$ cat src/rtl/drive_sup_pkg.sv
// Shared types for the bridge driver supervisor.
// Assumes: all pins are synchronous to the supervisor clock.
package drive_sup_pkg;

    // One registered snapshot of the supervisor's input pins.
    typedef struct packed {
        logic uv;        // supply below lockout level
        logic wake_n;    // low = sleep request
        logic clear_n;   // low = indexer / latch clear
        logic hold_off;  // high = outputs disabled
        logic oc;        // overcurrent detector
        logic ot;        // overtemperature detector
    } pin_snap_t;

    // Snapshot value after reset: asleep, cleared, outputs held off.
    localparam pin_snap_t SNAP_RESET = '{
        uv:       1'b0,
        wake_n:   1'b0,
        clear_n:  1'b0,
        hold_off: 1'b1,
        oc:       1'b0,
        ot:       1'b0
    };

endpackage

$ cat src/rtl/drive_sup_sampler.sv
// Registers every input pin once so that all downstream logic sees one
// coherent snapshot per clock. Assumes pins are already synchronous.
module drive_sup_sampler
    import drive_sup_pkg::*;
(
    input  logic      clk,
    input  logic      rst_n,
    input  logic      wake_n,
    input  logic      clear_n,
    input  logic      hold_off,
    input  logic      oc_flag,
    input  logic      ot_flag,
    input  logic      uv_flag,
    output pin_snap_t snap
);

    // Capture all pins on each rising edge; reset to the safe snapshot.
    always_ff @(posedge clk) begin
        if (!rst_n) begin
            snap <= SNAP_RESET;
        end else begin
            snap.uv       <= uv_flag;
            snap.wake_n   <= wake_n;
            snap.clear_n  <= clear_n;
            snap.hold_off <= hold_off;
            snap.oc       <= oc_flag;
            snap.ot       <= ot_flag;
        end
    end

endmodule

$ cat src/rtl/drive_sup_oc_latch.sv
// Overcurrent qualifier and latch. A sampled overcurrent must stay high
// for OC_QUAL consecutive cycles while awake before the latch sets. The
// latch is released only by a clear request while awake or by wipe
// (undervoltage). While asleep the counter and the latch are frozen.
module drive_sup_oc_latch #(
    parameter int OC_QUAL = 1000
) (
    input  logic clk,
    input  logic rst_n,
    input  logic wipe,
    input  logic awake,
    input  logic clear_req,
    input  logic oc,
    output logic latched
);

    localparam int CW = (OC_QUAL > 1) ? $clog2(OC_QUAL) : 1;
    localparam logic [CW-1:0] LIMIT = CW'(OC_QUAL - 1);

    logic [CW-1:0] run_cnt;

    // Count consecutive overcurrent samples and set the latch at the limit.
    always_ff @(posedge clk) begin
        if (!rst_n || wipe) begin
            run_cnt <= '0;
            latched <= 1'b0;
        end else if (!awake) begin
            run_cnt <= run_cnt;
            latched <= latched;
        end else if (clear_req) begin
            run_cnt <= '0;
            latched <= 1'b0;
        end else if (oc) begin
            if (run_cnt == LIMIT) begin
                latched <= 1'b1;
            end else begin
                run_cnt <= run_cnt + CW'(1);
            end
        end else begin
            run_cnt <= '0;
        end
    end

endmodule

$ cat src/rtl/drive_sup_wake_timer.sv
// Settling timer. Reloaded while held (sleep, undervoltage, reset); once
// released it counts WAKE_CYCLES edges, and busy stays high until then.
module drive_sup_wake_timer #(
    parameter int WAKE_CYCLES = 125000
) (
    input  logic clk,
    input  logic rst_n,
    input  logic hold,
    output logic busy
);

    localparam int CW = $clog2(WAKE_CYCLES + 1);
    localparam logic [CW-1:0] LOAD = CW'(WAKE_CYCLES);

    logic [CW-1:0] remain;

    // Reload while held, otherwise count down to zero and stop.
    always_ff @(posedge clk) begin
        if (!rst_n || hold) begin
            remain <= LOAD;
        end else if (remain != '0) begin
            remain <= remain - CW'(1);
        end
    end

    // Settling is in progress while any count remains.
    always_comb begin
        busy = (remain != '0);
    end

endmodule

$ cat src/rtl/drive_supervisor.sv
// Top of the bridge driver supervisor. Combines the pin snapshot, the
// overcurrent latch and the settling timer into the bridge-off, indexer
// clear, step qualifier, fault and clock-run outputs. All outputs are
// decoded from registers, so each reacts one edge after its pins.
// Assumes pins are synchronous to clk.
module drive_supervisor
    import drive_sup_pkg::*;
#(
    parameter int OC_QUAL     = 1000,
    parameter int WAKE_CYCLES = 125000
) (
    input  logic clk,
    input  logic rst_n,
    input  logic wake_n,
    input  logic clear_n,
    input  logic hold_off,
    input  logic oc_flag,
    input  logic ot_flag,
    input  logic uv_flag,
    output logic bridge_off,
    output logic index_clear,
    output logic step_ok,
    output logic fault_n,
    output logic clk_run
);

    pin_snap_t snap;
    logic      oc_latched;
    logic      settling;
    logic      awake;
    logic      run_ok;
    logic      fault_src;

    drive_sup_sampler u_sampler (
        .clk      (clk),
        .rst_n    (rst_n),
        .wake_n   (wake_n),
        .clear_n  (clear_n),
        .hold_off (hold_off),
        .oc_flag  (oc_flag),
        .ot_flag  (ot_flag),
        .uv_flag  (uv_flag),
        .snap     (snap)
    );

    drive_sup_oc_latch #(
        .OC_QUAL (OC_QUAL)
    ) u_oc_latch (
        .clk       (clk),
        .rst_n     (rst_n),
        .wipe      (snap.uv),
        .awake     (snap.wake_n),
        .clear_req (~snap.clear_n),
        .oc        (snap.oc),
        .latched   (oc_latched)
    );

    drive_sup_wake_timer #(
        .WAKE_CYCLES (WAKE_CYCLES)
    ) u_wake_timer (
        .clk   (clk),
        .rst_n (rst_n),
        .hold  (snap.uv | ~snap.wake_n),
        .busy  (settling)
    );

    // Derive the operating conditions shared by all outputs.
    always_comb begin
        awake     = snap.wake_n & ~snap.uv;
        run_ok    = awake & ~settling;
        fault_src = oc_latched | snap.ot;
    end

    // Decode the outputs from the operating conditions and the snapshot.
    always_comb begin
        bridge_off  = ~(run_ok & snap.clear_n & ~snap.hold_off & ~fault_src);
        index_clear = snap.uv | (awake & ~snap.clear_n);
        step_ok     = run_ok & snap.clear_n & ~snap.hold_off;
        fault_n     = ~(run_ok & fault_src);
        clk_run     = awake;
    end

endmodule

$ cat config.mk
export PLATFORM = sky130hd
export DESIGN_NAME = drive_supervisor
export DESIGN_NICKNAME = d
export VERILOG_FILES = /design/src/rtl/drive_sup_pkg.sv /design/src/rtl/drive_sup_sampler.sv /design/src/rtl/drive_sup_oc_latch.sv /design/src/rtl/drive_sup_wake_timer.sv /design/src/rtl/drive_supervisor.sv
export SDC_FILE = /design/constraint.sdc
export NUM_CORES = 1
export LEC_CHECK = 0
export BUFFER_PORTS_ARGS = -buffer_cell sky130_fd_sc_hd__buf_2
export CORE_UTILIZATION = 45
export DETAILED_ROUTE_END_ITERATION = 10
export PLACE_DENSITY_LB_ADDON = 0.25
export RECOVER_POWER = 25
export REMOVE_ABC_BUFFERS = 1
export SLEW_MARGIN = 20
export SYNTH_ARGS = -nofsm -noshare
export SYNTH_HDL_FRONTEND = slang
export SYNTH_SLANG_ARGS = --single-unit
$ cat constraint.sdc
create_clock -name clk -period 3.2 [get_ports clk]
set_input_delay 0.32 -clock clk [delete_from_list [all_inputs] [get_ports clk]]
set_output_delay 0.32 -clock clk [all_outputs]
set_load 0.03 [all_outputs]
==> out/qor.yml, run 1 <==
final_layout:
  antenna_cells_inserted: 0
  multi_input_area_um2: 885
  syn_to_final_growth_pct: 12.8
  final_core_util: 0.539
  seq_area_um2: 681
  drive_gt1_frac: 0.149
  fillerInstances: 309
  final_cell_mix: "dfxtp_1, nor2_1"
  nets: 210
  final_common_cell: "dfxtp_1"
synth:
  async_reset_ff_frac: 0
  synth-edff-count: 0
  syn_area_um2: 1620
  synth_cells: 184
  ys.flop_type: "dfxtp_1"
  synth_area_per_cell_um2: 8.79
  yosys_register_bits: 34
  ys_seq_area_frac: 0.421
  synth-warning-count: 0
  synth_cell_types: 42
global_routing:
  grt_pass1_vias: 1237
  grt.total_usage: 0.198
  overflow: 0
  grt_max_degree: 13
  grt_pass1_wl_um: 5410
  grt_antenna_before_repair: 0
power_and_ir_drop:
  power_frac_seq: 0.497
  ir_drop_uv: 397
  p_int_uw: 692
  total_power_uw: 882
  p_switching_uw: 190
  power.density_nw_per_um2: 483
  sw_frac_of_total: 0.215
  leakage_nw: 0.642
  p_clk_frac: 0.455
  combPwrFrac: 0.048
cts:
  worst_skew_pair.late_latency_ns: 0.36
  cts_tree: "yes"
  cts_hold_buf: 0
  post_cts_resized: 0
  clock_path_buffers: 2
  cts_setup_buffers: 0
  cts_num_sinks: 34
  htreeDepth: 2
  tritoncts.num_buffers: 5
  cts_root_buf: "clkbuf_4"
  clk_pin_slew_ns: 0.12
setup_path:
  slowest_stage: "nor4b_4"
  cpPeakStageDelay_ns: 0.40
  crit_buf_inv: 2
  reg2reg_from: "u_wake_timer.remain[0]$_SDFFE_PP0P_"
  ff2ff_path_depth: 6
  crit_fanout: 7
  crit_type: "reg -> out"
  worst_setup_path_end_kind: "output pin"
  ff2ff_setup_slack_ns: 1.35
  worstPathCellList: "inv_1 -> ha_1 -> nor4b_4 -> nand4_1 -> or3_1 -> buf_2"
  cp.required_ns: 2.88
  worstPathArrival_ns: 2.16
  reg2reg_to: "u_wake_timer.remain[3]$_SDFFE_PP1P_"
  critPathLaunchType: "flip-flop"
  crit_family: "simple AND/OR/NAND/NOR gates"
floorplanning:
  dieArea_um2: 3840
  io_pins: 13
  rows: 21
  die_width_um: 62.0
  start_util: 0.477
  die-height_um: 62.0
  core_um2: 3390
timing:
  max_slew_margin: 0.631
  slew_violations: 0
  max_slew.worst_pin.slew_ns: 0.547
  finalSetupViolations: 0
  setup_tns_ns: 0
  grt_setup_unrepaired: "false"
  fin_ws_ns: 0.724
  clock_skew_ns: 0.0173
  period_needed_ns: 2.48
  hold_violations: 0
  fin_crit_sh: 0.774
  max_freq_mhz: 404
  hold_ws_ns: 0.147
worst_hold_path:
  min_to: "u_sampler.snap[2]$_SDFF_PN1_"
  hold_depth: 2
  hold_class: "in -> reg"
  holdCritStartpoint: "hold_off"
flow_run:
  max_cap_violations: 0
routing:
  vias: 1378
  vias_per_cell: 5.58
  post_drt_wl_per_cell_um: 13.5
  drt_iter0_drc: 85
  drc: 0
  drt_first_pass_iters: 4
  drtAntennaViolNets: 0
  drt-total-wl_um: 3350
placement:
  globalplace.congestion: 0.797
  hpwl_um: 2420
  place_ws_ns: 1.11
  portBuffers: 12
run_status:
  status: "finished, final reports clean"
cells in the mapped netlist, types with 2 or more instances:
master | instances | area [um^2]
dfxtp_1 | 34 | 681
nor2_1 | 16 | 60.1
a21oi_1 | 11 | 55.1
nor3_1 | 11 | 55.1
o21ai_0 | 11 | 55.1
inv_1 | 10 | 37.5
nand2_1 | 10 | 37.5
or3_1 | 8 | 50.1
and3_1 | 6 | 37.5
nand4_1 | 6 | 37.5
and2_1 | 5 | 31.3
nand3_1 | 5 | 25.0
or4_1 | 4 | 30.0
xnor2_1 | 4 | 35.0
a31oi_1 | 3 | 18.8
xor2_1 | 3 | 26.3
a211o_1 | 2 | 17.5
clkbuf_1 | 2 | 7.51
ha_1 | 2 | 25.0
mux2i_1 | 2 | 20.0
nand2b_1 | 2 | 12.5
nand3b_1 | 2 | 15.0
nor4_1 | 2 | 12.5
nor4_4 | 2 | 42.5
o31ai_1 | 2 | 15.0
or2_2 | 2 | 12.5
or2b_1 | 2 | 15.0
cell type report:
| type | count | area share |
|---|---|---|
| clock buffer | 5 | 0.0206 |
| clock inverter | 3 | 0.0377 |
| inverter | 10 | 0.0206 |
| multi-input combinational | 137 | 0.485 |
| sequential | 34 | 0.373 |
| tap | 46 | 0.0315 |
| timing repair buffer | 12 | 0.0322 |
power groups by stage:
stage | Sequential, mW | Clock [mW] | Combinational (mW)
2_1_floorplan | 0.446 | 0 | 0.0295
3_3_place_gp | 0.447 | 0 | 0.0406
3_5_place_dp | 0.448 | 0 | 0.0426
4_1_cts | 0.438 | 0.407 | 0.0432
5_1_grt | 0.440 | 0.428 | 0.0471
6_report | 0.438 | 0.401 | 0.0426
how the worst max path moves through the flow:
stage / start / endpoint / slack, ns / cells after the start
after global routing: u_wake_timer.remain[0]$_SDFFE_PP0P_ / bridge_off / 0.54 / 7
after global placement: u_wake_timer.remain[0]$_SDFFE_PP0P_ / fault_n / 1.20 / 6
after detailed placement: u_wake_timer.remain[0]$_SDFFE_PP0P_ / fault_n / 1.11 / 6
after CTS: u_wake_timer.remain[0]$_SDFFE_PP0P_ / fault_n / 0.73 / 6
final: u_wake_timer.remain[0]$_SDFFE_PP0P_ / fault_n / 0.72 / 6
after floorplan: u_wake_timer.remain[0]$_SDFFE_PP0P_ / bridge_off / 0.35 / 6
per-layer routing:
layer  track usage  share of wire  up-vias
met5             0              0        -
met4        0.0730          0.014        0
met3        0.0766          0.029        5
met2         0.318           0.47       21
met1         0.240           0.49      651
li1              -              -      701
state kept, by name, indices dropped and copies added, names as in the netlist:
signal               cells
u_oc_latch.latched       1
u_oc_latch.run_cnt      10
u_sampler.snap           6
u_wake_timer.remain     17
through the flow:
step                area, um^2  instances
finish                    1830        247
detailed placement        1720        239
floorplan                 1600        181
CTS                       1830        247
global route              1830        247
global placement          1720        239
kinds of logic (layout without fill, tap and decap cells):
| group | count (synthesis) | in the layout | share of synthesized area |
|---|---|---|---|
| muxes | 2 | 2 | 0.0124 |
| xor gates and xnor gates | 7 | 7 | 0.0379 |
| buffers and inverters | 13 | 30 | 0.0325 |
| and+or+nand+nor | 93 | 93 | 0.357 |
| AOI/OAI and AO/OA | 33 | 33 | 0.124 |
| adders and majority gates | 2 | 2 | 0.0155 |
| DFF | 34 | 34 | 0.421 |
Power figures use the tool's default switching activity.
==> inputs of run 2 (changes only) <==
==> constraint.sdc (replaced) <==
create_clock -name clk -period 2.15 [get_ports clk]
set_input_delay 0.215 -clock clk [delete_from_list [all_inputs] [get_ports clk]]
set_output_delay 0.215 -clock clk [all_outputs]
set_load 0.03 [all_outputs]
==> run 2 against run 1 <==
  * Sequential share of layout area fell by 0.81 points
  * Critical endpoint unchanged
  * Clock skew shrank 0.0036 ns
  * Critical path depth is the same
  * Critical path type unchanged
  * Highest routed layer unchanged
  * Largest power group unchanged
==> out/qor.yml, run 2 (same netlist as run 1, synthesis figures left out) <==
run_status:
  status: "finished, final reports clean"
floorplanning:
  rows: 21  # unchanged
  dieArea_um2: 3840  # unchanged
  die-height_um: 62.0  # unchanged
  die_width_um: 62.0  # unchanged
  start_util: 0.477  # unchanged
  io_pins: 13  # unchanged
  core_um2: 3390  # unchanged
global_routing:
  grt_antenna_before_repair: 0  # unchanged
  grt_pass1_wl_um: 5110  # -5.6%
  grt_pass1_vias: 1160  # -6.2%
  grt.total_usage: 0.186  # -0.0121
  grt-busiest-layer: "met2"
  overflow: 0  # unchanged
  gr-usage-met2: 0.286  # -0.0319
  use_met1: 0.242  # +0.00228
  use_met3: 0.0497  # -0.0269
  grt_max_degree: 13  # unchanged
final_layout:
  largest_register_ffs: 17  # unchanged
  fillerInstances: 315  # +1.9%
  reg_top3: "u_wake_timer.remain x17, u_oc_latch.run_cnt x10, u_sampler.snap x6"
  final_common_cell: "dfxtp_1"
  drive_gt1_frac: 0.208  # +0.0585
  syn_to_final_growth_pct: 16.6
  antenna_cells_inserted: 0  # unchanged
  fin_area_um2: 1890  # +3.4%
  nets: 216  # +2.9%
  final_cell_mix: "dfxtp_1, nor2_1, nor3_1, o21ai_0, a21oi_1"
  top_register: "u_wake_timer.remain"
setup_path:
  ff2ff_setup_slack_ns: 0.37  # -0.98 ns
  ff2ff_path_depth: 7  # +1
  crit_end: "fault_n"
  crit_start: "u_wake_timer.remain[0]$_SDFFE_PP0P_"
  worstPathArrival_ns: 1.85  # -0.31 ns
  worst_setup_path_end_kind: "output pin"
  reg2reg_from: "u_wake_timer.remain[0]$_SDFFE_PP0P_"
  critPathLaunchType: "flip-flop"
  reg2reg_to: "u_wake_timer.remain[9]$_SDFFE_PP0P_"
  cp.required_ns: 1.93  # -0.95 ns
  crit_fanout: 3  # -4
  crit_type: "reg -> out"
cts:
  clk_pin_slew_ns: 0.09  # -0.03 ns
  tritoncts.num_buffers: 5  # unchanged
  cts_tree: "yes"
  cts_hold_buf: 0  # unchanged
  cts_root_buf: "clkbuf_4"
  worst_skew_pair.late_latency_ns: 0.34  # -0.02 ns
  htreeDepth: 2  # unchanged
  cts_num_sinks: 34  # unchanged
  clock_path_buffers: 2  # unchanged
routing:
  drt-total-wl_um: 3360  # +0.45%
  vias: 1393  # +1.1%
  post_drt_wl_per_cell_um: 13.3  # -1.9%
  drc: 0  # unchanged
  drt_iter0_drc: 68  # -20%
  vias_per_cell: 5.51  # -1.3%
  drtAntennaViolNets: 0  # unchanged
  drt_first_pass_iters: 4  # unchanged
placement:
  hpwl_um: 2310  # -4.4%
  globalplace.congestion: 0.773  # -3.0%
  place_area_um2: 1730  # +0.44%
  portBuffers: 12  # unchanged
timing:
  max_freq_mhz: 484
  finalSetupViolations: 0  # unchanged
  grt_setup_unrepaired: "true"
  max_slew_margin: 0.638  # +0.00629
  clock_skew_ns: 0.0137  # -0.00362 ns
  setup_tns_ns: 0  # unchanged
  max_slew.worst_pin.slew_ns: 0.538  # -0.00934 ns
  hold_violations: 0  # unchanged
  period_needed_ns: 2.07
  fin_crit_sh: 0.961
  slew_violations: 0  # unchanged
power_and_ir_drop:
  power.density_nw_per_um2: 610  # +26%
  ir_drop_uv: 292  # -26%
  leakage_nw: 0.672  # +4.6%
worst_hold_path:
  hold_class: "in -> reg"
flow_run:
  max_cap_violations: 0  # unchanged
-- run 2: power breakdown --
group	leakage [nW]	internal, mW	total, mW	switching, mW
registers	0.278	0.639	0.652	0.0128
logic	0.349	0.0310	0.0690	0.0380
clock network	0.0446	0.223	0.430	0.207
total	0.672	0.893	1.15	0.258
-- run 2: worst max-delay path: stages, from the launching register on --
cell and delay [ns]:
dfxtp_4 0.37, inv_4 0.07, ha_4 0.14, nor4b_4 0.23, nand4_1 0.19, or3_1 0.37, buf_6 0.15
-- run 2: per-stage QoR --
stage	cells	hold slack (ns)	power [mW]	util	setup slack, ns
CTS	249	0.0629	1.16	0.539	0.0246
floorplan	181	0.288	0.708	-	-0.591
finish	253	0.0686	1.15	0.557	0.0841
global placement	240	0.409	0.726	0.510	0.245
detailed placement	240	0.410	0.729	0.510	0.181
global route	253	0.0700	1.20	0.557	-0.0265
-- run 2: cell type report --
| class | instances | area, um^2 | area share |
|---|---|---|---|
| Clock buffer | 8 | 78.8 | 0.0418 |
| Inverter | 10 | 42.5 | 0.0225 |
| Multi-Input combinational cell | 137 | 910 | 0.482 |
| Sequential cell | 34 | 688 | 0.365 |
| Tap cell | 46 | 57.6 | 0.0305 |
| Timing Repair Buffer | 18 | 110 | 0.0584 |
-- run 2: worst min path at each step --
stage	from	end	slack (ns)	cells past startpoint
2_1_floorplan	rst_n	u_sampler.snap[2]$_SDFF_PN1_	0.29	1
3_3_place_gp	hold_off	u_sampler.snap[2]$_SDFF_PN1_	0.41	2
3_5_place_dp	hold_off	u_sampler.snap[2]$_SDFF_PN1_	0.41	2
4_1_cts	hold_off	u_sampler.snap[2]$_SDFF_PN1_	0.06	2
5_1_grt	hold_off	u_sampler.snap[2]$_SDFF_PN1_	0.07	2
6_report	hold_off	u_sampler.snap[2]$_SDFF_PN1_	0.07	2
-- run 2: layer usage --
metal,wire (um),vias to the layer above
met5,0,-
met4,23,0
met3,175,2
met2,1580,28
met1,1580,654
li1,-,709
-- run 2: timing repair --
action,CTS,global route
endpoints found under the setup margin,3,3
resized for setup,2,13
buffers inserted,1,4
pin swaps,1,3
cloned,0,0
==> inputs of run 3 (changes only) <==
--- a/config.mk
+++ b/config.mk
@@ -8,6 +8,7 @@
 export BUFFER_PORTS_ARGS = -buffer_cell sky130_fd_sc_hd__buf_2
 export CORE_UTILIZATION = 45
 export DETAILED_ROUTE_END_ITERATION = 10
+export GPL_TIMING_DRIVEN = 0
 export PLACE_DENSITY_LB_ADDON = 0.25
 export RECOVER_POWER = 25
 export REMOVE_ABC_BUFFERS = 1
==> constraint.sdc (replaced) <==
create_clock -name clk -period 2.67 [get_ports clk]
set_input_delay 0.267 -clock clk [delete_from_list [all_inputs] [get_ports clk]]
set_output_delay 0.267 -clock clk [all_outputs]
set_load 0.03 [all_outputs]
==> run 3 against run 2 <==
  * Worst hold slack gained 0.030 ns
  * Setup slack gained 0.11 ns
  * Critical path type unchanged
  * Die area is the same
  * Clock power shrank 12%
  * Total power shrank 17%
  * Via count shrank 0.14%
  * Register-to-register slack gained 0.40 ns
  * Clock skew shrank 0.00059 ns
  * Utilization shrank 2.7 points
  * Global-route usage grew 0.48 points
  * Critical path depth is the same
  * Cell count shrank 2.4%
==> out/qor.yml, run 3 (same netlist as run 1, synthesis figures left out) <==
final_layout:
  drive_gt1_frac: 0.149  # -0.0585
  largest_register_ffs: 17  # unchanged
  final_common_cell: "dfxtp_1"
  final_core_util: 0.530  # -0.0266
  top_register: "u_wake_timer.remain"
  final_cell_mix: "dfxtp_1, nor2_1"
  fin_cells: 247  # -2.4%
  antenna_cells_inserted: 0  # unchanged
  nets: 210  # -2.8%
  syn_to_final_growth_pct: 11.1
  fillerInstances: 343  # +8.9%
  multi_input_area_um2: 885  # -2.8%
  reg_top3: "u_wake_timer.remain x17, u_oc_latch.run_cnt x10, u_sampler.snap x6"
  seq_area_um2: 681  # -1.1%
timing:
  max_slew_margin: 0.655  # +0.0177
  clock_skew_ns: 0.0131  # -0.000591 ns
  period_needed_ns: 2.48
  max_freq_mhz: 403
  max_slew.worst_pin.slew_ns: 0.511  # -0.0262 ns
  grt_setup_unrepaired: "false"
  hold_violations: 0  # unchanged
  fin_crit_sh: 0.929
  finalSetupViolations: 0  # unchanged
  slew_violations: 0  # unchanged
cts:
  cts_setup_buffers: 0  # -1
  cts_tree: "yes"
  post_cts_resized: 0  # -2
  clk_pin_slew_ns: 0.11  # +0.02 ns
  htreeDepth: 2  # unchanged
  clock_path_buffers: 2  # unchanged
  cts_num_sinks: 34  # unchanged
  worst_skew_pair.late_latency_ns: 0.36  # +0.02 ns
  cts_hold_buf: 0  # unchanged
  tritoncts.num_buffers: 5  # unchanged
  cts_root_buf: "clkbuf_4"
routing:
  post_drt_wl_per_cell_um: 13.3  # about the same
  drt_iter0_drc: 72  # +5.9%
  drc: 0  # unchanged
  vias: 1391  # -0.14%
  drt_first_pass_iters: 4  # unchanged
  vias_per_cell: 5.63  # +2.3%
  drt-total-wl_um: 3280  # -2.4%
  drtAntennaViolNets: 0  # unchanged
setup_path:
  reg2reg_from: "u_wake_timer.remain[0]$_SDFFE_PP0P_"
  ff2ff_setup_slack_ns: 0.77  # +0.40 ns
  crit_start: "u_wake_timer.remain[0]$_SDFFE_PP0P_"
  reg2reg_to: "u_wake_timer.remain[11]$_SDFFE_PP1P_"
  cp.depth: 6  # unchanged
  slowest_stage: "nor4b_4"
  crit_end: "step_ok"
  cp.required_ns: 2.40  # +0.47 ns
  crit_type: "reg -> out"
  crit_buf_inv: 2  # unchanged
  crit_fanout: 7  # +4
  cpPeakStageDelay_ns: 0.42  # +0.05 ns
  critPathLaunchType: "flip-flop"
  ff2ff_path_depth: 6  # -1
  worst_setup_path_end_kind: "output pin"
  crit_family: "simple AND/OR/NAND/NOR gates"
  worstPathCellList: "inv_1 -> ha_1 -> nor4b_4 -> nand4_1 -> nor4_1 -> buf_2"
  worstPathArrival_ns: 2.21  # +0.36 ns
placement:
  globalplace.congestion: 0.739  # -4.4%
  portBuffers: 12  # unchanged
  hpwl_um: 2390  # +3.3%
  dp.cells: 239  # -0.42%
floorplanning:
  core_um2: 3390  # unchanged
  start_util: 0.477  # unchanged
  rows: 21  # unchanged
  io_pins: 13  # unchanged
  die_width_um: 62.0  # unchanged
  dieArea_um2: 3840  # unchanged
  die-height_um: 62.0  # unchanged
flow_run:
  max_cap_violations: 0  # unchanged
power_and_ir_drop:
  leakage_nw: 0.631  # -6.1%
  total_power_uw: 953  # -17%
  power.density_nw_per_um2: 530  # -13%
  ir_drop_uv: 309  # +5.6%
global_routing:
  overflow: 0  # unchanged
  grt_pass1_vias: 1208  # +4.1%
  grt.total_usage: 0.191  # +0.00484
  grt_pass1_wl_um: 5140  # +0.67%
  grt_max_degree: 13  # unchanged
  grt_antenna_before_repair: 0  # unchanged
worst_hold_path:
  hold_depth: 2  # unchanged
  hold_class: "in -> reg"
run_status:
  status: "finished, final reports clean"
run 3: cell count changes in the layout (fill, tap and decap cells not counted), sizes merged:
cell,previous run,this run
buf,17,11
clkbuf,9,6
clkinv,0,2
bufinv,0,1
run 3: layer usage:
metal  up-vias  track usage  share of wire
met2        28        0.302           0.45
met3         7       0.0518          0.051
met5         -            0              0
met4         0        0.117          0.017
li1        702            -              -
met1       654        0.229           0.48
run 3: where the power goes:
part | total, mW | internal (mW) | leakage [nW] | switching, mW
logic | 0.0501 | 0.0209 | 0.310 | 0.0292
registers | 0.525 | 0.516 | 0.276 | 0.00986
clock network | 0.377 | 0.194 | 0.0450 | 0.183
total | 0.953 | 0.730 | 0.631 | 0.222
run 3: worst min-delay path by stage:
stage / from / slack, ns / to
after floorplan: rst_n / 0.34 / u_sampler.snap[2]$_SDFF_PN1_
after global placement: hold_off / 0.45 / u_sampler.snap[2]$_SDFF_PN1_
after detailed placement: hold_off / 0.47 / u_sampler.snap[2]$_SDFF_PN1_
after CTS: hold_off / 0.09 / u_sampler.snap[2]$_SDFF_PN1_
after global routing: hold_off / 0.1 / u_sampler.snap[2]$_SDFF_PN1_
final: hold_off / 0.1 / u_sampler.snap[2]$_SDFF_PN1_
run 3: worst register-to-register path, cell delays in order (launching register included):
cell and delay [ns]:
dfxtp_1 0.36, inv_1 0.10, ha_1 0.22, nor4b_4 0.42
nand3_1 0.21, and3_1 0.23, a211o_1 0.26
run 3: area by class of cell:
class / count / area share
Tap cell: 46 / 0.0320
Clock inverter: 3 / 0.0223
Clock buffer: 5 / 0.0209
Timing Repair Buffer: 12 / 0.0327
Multi-Input combinational cell: 137 / 0.492
Sequential cell: 34 / 0.379
Inverter: 10 / 0.0209
run 3: metrics by stage:
stage	hold slack (ns)	cell area [um^2]	setup TNS [ns]	setup WS [ns]
floorplan	0.340	1600	-0.123	-0.123
global placement	0.454	1720	0	0.635
detailed placement	0.465	1720	0	0.566
CTS	0.0885	1800	0	0.150
global route	0.0971	1800	0	0.00481
finish	0.0986	1800	0	0.189
